<file path="src/rtl/cfg_scu_pkg.sv">
package cfg_scu_pkg;

  typedef enum logic [1:0] {
    SRC_CUR   = 2'b00,
    SRC_PREV1 = 2'b01,
    SRC_PREV2 = 2'b10,
    SRC_HOLD  = 2'b11
  } cap_src_e;

  typedef enum logic [1:0] {
    OP_UPDATE  = 2'b00,
    OP_CAPTURE = 2'b01,
    OP_SHIFT   = 2'b10
  } op_e;

  function automatic op_e decode_op(input logic shift_en, input logic capt_en);
    if (shift_en)     return OP_SHIFT;
    else if (capt_en) return OP_CAPTURE;
    else              return OP_UPDATE;
  endfunction

endpackage

</file>
<file path="src/rtl/cfg_scu_shift.sv">
module cfg_scu_shift
  import cfg_scu_pkg::*;
#(
  parameter int DATA_W = 39,
  parameter int PREV_W = 31,
  parameter int HOLD_W = 14
) (
  input  logic              clk,
  input  logic              rst,
  input  op_e               op,
  input  logic              ser_in,
  input  logic              sel_wr,
  input  logic [1:0]        sel_data,
  input  logic [DATA_W-1:0] cur_state,
  input  logic [PREV_W-1:0] prev_app1,
  input  logic [PREV_W-1:0] prev_app2,
  input  logic [HOLD_W-1:0] hold_q,
  output logic [DATA_W-1:0] data_q,
  output cap_src_e          src_q
);

  localparam int PAD_W  = DATA_W - PREV_W;
  localparam int RSVD_W = DATA_W - HOLD_W;

  logic [DATA_W-1:0] cap_word;

  // Source multiplexer for capture; saved words are zero-padded on top.
  always_comb begin
    unique case (src_q)
      SRC_CUR:   cap_word = cur_state;
      SRC_PREV1: cap_word = {{PAD_W{1'b0}}, prev_app1};
      SRC_PREV2: cap_word = {{PAD_W{1'b0}}, prev_app2};
      default:   cap_word = {{RSVD_W{1'b0}}, hold_q};
    endcase
  end

  always_ff @(posedge clk) begin
    if (rst) begin
      data_q <= '0;
      src_q  <= SRC_CUR;
    end else begin
      unique case (op)
        OP_SHIFT:   data_q <= {ser_in, data_q[DATA_W-1:1]};
        OP_CAPTURE: data_q <= cap_word;
        default: begin
          if (sel_wr) src_q <= cap_src_e'(sel_data);
        end
      endcase
    end
  end

endmodule

</file>
<file path="src/rtl/cfg_scu_hold.sv">
module cfg_scu_hold
  import cfg_scu_pkg::*;
#(
  parameter int HOLD_W = 14
) (
  input  logic              clk,
  input  logic              rst,
  input  op_e               op,
  input  logic [HOLD_W-1:0] load_data,
  output logic [HOLD_W-1:0] hold_q
);

  // Only the defined low field is stored; reserved bits have no flops.
  always_ff @(posedge clk) begin
    if (rst)                  hold_q <= '0;
    else if (op == OP_UPDATE) hold_q <= load_data;
  end

endmodule

</file>
<file path="src/rtl/cfg_scu_imgsel.sv">
module cfg_scu_imgsel (
  input  logic clk,
  input  logic rst,
  input  logic ovr_bit,
  input  logic sel_bit,
  input  logic pin_img_sel,
  output logic img_sel,
  output logic img_ovr
);

  always_ff @(posedge clk) begin
    if (rst) begin
      img_sel <= 1'b0;
      img_ovr <= 1'b0;
    end else begin
      img_sel <= ovr_bit ? sel_bit : pin_img_sel;
      img_ovr <= ovr_bit;
    end
  end

endmodule

</file>
<file path="src/rtl/cfg_scu_reg.sv">
module cfg_scu_reg
  import cfg_scu_pkg::*;
#(
  parameter int DATA_W  = 39,
  parameter int PREV_W  = 31,
  parameter int HOLD_W  = 14,
  parameter int OVR_BIT = 12,
  parameter int SEL_BIT = 13
) (
  input  logic              clk,
  input  logic              rst,
  input  logic              shift_en,
  input  logic              capt_en,
  input  logic              ser_in,
  input  logic              sel_wr,
  input  logic [1:0]        sel_data,
  input  logic [DATA_W-1:0] cur_state,
  input  logic [PREV_W-1:0] prev_app1,
  input  logic [PREV_W-1:0] prev_app2,
  input  logic              pin_img_sel,
  output logic              ser_out,
  output logic              img_sel,
  output logic              img_ovr
);

  op_e               op;
  logic [DATA_W-1:0] data_q;
  cap_src_e          src_q;
  logic [HOLD_W-1:0] hold_q;

  always_comb op = decode_op(shift_en, capt_en);

  cfg_scu_shift #(.DATA_W(DATA_W), .PREV_W(PREV_W), .HOLD_W(HOLD_W)) u_shift (
    .clk(clk), .rst(rst), .op(op), .ser_in(ser_in), .sel_wr(sel_wr),
    .sel_data(sel_data), .cur_state(cur_state), .prev_app1(prev_app1),
    .prev_app2(prev_app2), .hold_q(hold_q), .data_q(data_q), .src_q(src_q)
  );

  cfg_scu_hold #(.HOLD_W(HOLD_W)) u_hold (
    .clk(clk), .rst(rst), .op(op), .load_data(data_q[HOLD_W-1:0]), .hold_q(hold_q)
  );

  cfg_scu_imgsel u_img (
    .clk(clk), .rst(rst), .ovr_bit(hold_q[OVR_BIT]), .sel_bit(hold_q[SEL_BIT]),
    .pin_img_sel(pin_img_sel), .img_sel(img_sel), .img_ovr(img_ovr)
  );

  assign ser_out = data_q[0];

  // bit 1 of the chain reaches the serial output after a shift
  a_r1_ser_advance: assert property (@(posedge clk) disable iff (rst)
    shift_en |=> ser_out == $past(data_q[1]));

  // shifting leaves hold register and selector untouched
  a_r2_hold_kept: assert property (@(posedge clk) disable iff (rst)
    shift_en |=> $stable(hold_q));
  a_r2_src_kept: assert property (@(posedge clk) disable iff (rst)
    shift_en |=> $stable(src_q));

  // saved-word captures carry zero padding on top
  a_r4_pad_zero: assert property (@(posedge clk) disable iff (rst)
    (!shift_en && capt_en && (src_q == SRC_PREV1 || src_q == SRC_PREV2))
      |=> data_q[DATA_W-1:PREV_W] == '0);

  // reserved positions read back as zero
  a_r5_reserved_zero: assert property (@(posedge clk) disable iff (rst)
    (!shift_en && capt_en && src_q == SRC_HOLD) |=> data_q[DATA_W-1:HOLD_W] == '0);

  // selector strobe ignored during capture
  a_r6_no_sel_in_capture: assert property (@(posedge clk) disable iff (rst)
    (!shift_en && capt_en) |=> $stable(src_q));

  // decoded image select follows override bit or pin
  a_r7_override: assert property (@(posedge clk) disable iff (rst)
    hold_q[OVR_BIT] |=> img_sel == $past(hold_q[SEL_BIT]));
  a_r7_pin: assert property (@(posedge clk) disable iff (rst)
    !hold_q[OVR_BIT] |=> img_sel == $past(pin_img_sel));

endmodule

</file>
<file path="config.mk">
export PLATFORM = sky130hd
export DESIGN_NAME = cfg_scu_reg
export DESIGN_NICKNAME = d
export VERILOG_FILES = /design/src/rtl/cfg_scu_pkg.sv /design/src/rtl/cfg_scu_shift.sv /design/src/rtl/cfg_scu_hold.sv /design/src/rtl/cfg_scu_imgsel.sv /design/src/rtl/cfg_scu_reg.sv
export SDC_FILE = /design/constraint.sdc
export NUM_CORES = 1
export LEC_CHECK = 0
export BUFFER_PORTS_ARGS = -buffer_cell sky130_fd_sc_hd__buf_2
export CAP_MARGIN = 20
export CELL_PAD_IN_SITES_DETAIL_PLACEMENT = 0
export CELL_PAD_IN_SITES_GLOBAL_PLACEMENT = 1
export CORE_ASPECT_RATIO = 1.75
export CORE_MARGIN = 3
export CORE_UTILIZATION = 34
export DETAILED_ROUTE_END_ITERATION = 10
export PLACE_DENSITY = 0.77
export SKIP_LAST_GASP = 1
export SLEW_MARGIN = 15
export SYNTH_ARGS = -nofsm -noshare
export SYNTH_HDL_FRONTEND = slang
export SYNTH_HIERARCHICAL = 1
export SYNTH_SLANG_ARGS = --single-unit
export TNS_END_PERCENT = 1
</file>
<file path="constraint.sdc">
create_clock -name clk -period 1.5 [get_ports clk]
set_input_delay 0.3 -clock clk [delete_from_list [all_inputs] [get_ports clk]]
set_output_delay 0.3 -clock clk [all_outputs]
set_load 0.01 [all_outputs]
</file>
==> results.toml <==
[global_routing]
grt_max_degree = 58
grt_pass1_vias = 3181
grt_remaining_overflow = 0
grt_antenna_before_repair = 0
grt_pass1_wl_mm = 14.67
grtUsageTotal_pct = 16.47

[cells_and_area]
finalInstanceArea_sq_um = 4547
nets = 604
finalCoreUtilization_pct = 45.88
mostFrequentLayoutCells = "112 x buf_2, 56 x dfxtp_1, 46 x mux2i_1"
area_delta_synth_final_pct = 31.86
final_common_cell = "buf_2"
antenna_cells = 0
drive_above_1_share_pct = 33.73

[clock_network]
post_cts_resized = 0
cts-root-buf = "clkbuf_16"
clk_path_buf_depth = 2
cts_max_level = 3
cts_buffers = 9
ctsHoldBuffers = 0
path_clk_slew_ns = 0.05
insertion_delay_ns = 0.33
postCtsSetupBuffers = 0
clock_sinks = 57
cts_tree = "yes"

[sta]
worst_pin_slew_ns = 0.3311
fmax_ghz = 0.6902
period_needed_ns = 1.449
setup_viol = 0
period_share_pct = 96.59
skew_ns = 0.002990
slew_viol_final = 0
rsz0062_at_grt = "no"
max_slew_margin_pct = 77.90
final-hold-violation-count = 0

[die]
io_pins = 113
fp.dieW_um = 82.13
initial_core_util_pct = 34.80
fp-row-count = 48
die_y_um = 139.2
coreArea_sq_um = 9910
dieArea_sq_um = 11430

[logic_synthesis]
synth_top_area_share_pct = 33.09
synth_nets = 499
yosys.area.top_type = "dfxtp_1"
ys_warn_count = 6
synth_cell_types = 30
netlist_area_sq_um = 3448
synth_area_per_cell_sq_um = 8.887
seq_area_frac_synth_pct = 33.09
synth_seq_cells = 57
synthCells = 388
ys_top_cells_by_area = "dfxtp_1 33%, mux2i_1 13%, o32ai_2 6.1%"

[worst_setup_path]
worstReg2RegStart = "u_shift/src_q[0]"
crit_start = "u_shift/src_q[0]"
end_kind = "flop"
arrival_ns = 1.66
crit_cells = 4
ff2ff_path_depth = 4
worstReg2RegEnd = "u_shift/data_q[11]"
ff2ff_setup_slack_ns = 0.05
endpoint = "u_shift/data_q[11]"
crit_type = "flop to flop"
cp-start-kind = "flop"
path_cells = "buf_12 > mux2i_1 > o22ai_1 > o31a_1"
critPathBufInv = 1
cp_max_fo = 16
required_ns = 1.72
max_stage_delay_ns = 0.48
cp_slowest_cell = "dfxtp_4"
crit_family = "flip-flops"

[routing]
drt_iter0_drc = 108
drcViolationCount = 0
ant_nets = 0
avgViaCountPerCell = 5.209
totalWireLength_mm = 9.110
dr.pass1.iters = 4
wl_per_cell_um = 14.62
vias = 3245

[pwr]
seq_power_share_pct = 35.0
clkPwrFrac_pct = 47.7
power_switching_w = 0.001167
cellPowerDensity_nw_per_um2 = 1056
switching_share_pct = 24.32
internal_power_w = 0.003634
max-vdd-ir-drop_mv = 0.5431
power.leakage_nw = 1.928
combPwrFrac_pct = 17.3

[place]
place_area_sq_um = 4205
gp_congestion = 0.7690
port-buffer-count = 112
dp_hpwl_mm = 6.636

[hold_path]
hold_path.class = "input port to flop"

[flow_run]
max-cap-violations = 0

[status]
status = "completed"
==> power groups by stage <==
stage	Combinational, W	Sequential (W)	Clock [W]
global placement	0.000814	0.00171	0
finish	0.000829	0.00168	0.00229
detailed placement	0.000832	0.00171	0
global route	0.000919	0.00169	0.00239
floorplan	0.000556	0.00169	0
CTS	0.000837	0.00168	0.00233
==> routing by layer <==
metal  track usage (%)  vias to the layer above  part of all wire [%]
li1                  -                     1630                     -
met1             18.71                     1516                    40
met2             29.08                       90                    54
met3             2.979                        9                   4.6
met4             7.005                        0                   1.8
met5                 0                        -                     0
==> flip-flops by register name, summed over array words and instances (netlist names) <==
| register | flops |
|---|---|
| u_img/img_ovr | 1 |
| u_hold/hold_q | 14 |
| u_shift/src_q | 2 |
| u_img/img_sel | 1 |
| u_shift/data_q | 39 |
==> Yosys cell counts (all sizes together) <==
cell type and number:
nor2b 18, nor3 8, buf 21, o31a 14, clkbuf 18, nand3b 17
nand2 21, o22ai 14, or3b 14, o211a 17, nand2b 1, nand3 2
dfxtp 57, mux2i 46, inv 16, nor2 33, a21oi 30, o21ai 14
a311oi 8, o32ai 17, or2 1, ha 1
==> stage by stage <==
| stage | cells | hold slack [ns] | worst slack (ns) | total power, W | TNS [ns] |
|---|---|---|---|---|---|
| floorplan | 388 | 0.3691 | -0.02091 | 0.002248 | -0.3732 |
| global placement | 607 | 0.4597 | -0.03765 | 0.002521 | -0.3068 |
| detailed placement | 607 | 0.4661 | -0.08786 | 0.002543 | -0.8185 |
| CTS | 623 | 0.2047 | 0.03500 | 0.004850 | 0 |
| global route | 623 | 0.2487 | 0.006077 | 0.004997 | 0 |
| finish | 623 | 0.2175 | 0.05118 | 0.004801 | 0 |
==> worst min-delay path, stage by stage <==
cell and delay (ns):
buf_2 0.08, mux2i_1 0.05, nor2_1 0.08
==> cells by family (layout without fill, tap and decap cells) <==
family          after synthesis  after routing  share of synthesized area [%]
buf+inv                      55            165                          8.164
fa+ha+maj                     1              1                         0.3628
mux                          46             46                          13.35
simple gates                115            115                          18.43
flops                        57             57                          33.09
compound gates              114            114                          26.60
==> final cells by class <==
class                   count  area [sq um]
clock inverters             5         75.07
multi-input cells         276          2041
clock buffers              11         264.0
inverters                  16         60.06
fillers                   985          5363
well taps                 125         156.4
flip-flops and latches     57          1145
repair buffers            133         805.8
==> worst min path at each step <==
| stage | end | from | depth (start not counted) | slack, ns |
|---|---|---|---|---|
| after floorplan | u_hold/hold_q[0] | rst | 1 | 0.37 |
| after global placement | u_hold/hold_q[5] | u_hold/hold_q[5] | 2 | 0.46 |
| after detailed placement | u_hold/hold_q[4] | u_hold/hold_q[4] | 2 | 0.47 |
| after CTS | u_img/img_sel | pin_img_sel | 3 | 0.20 |
| after global routing | u_img/img_sel | pin_img_sel | 3 | 0.25 |
| final | u_img/img_sel | pin_img_sel | 3 | 0.22 |
Power figures use the tool's default switching activity.
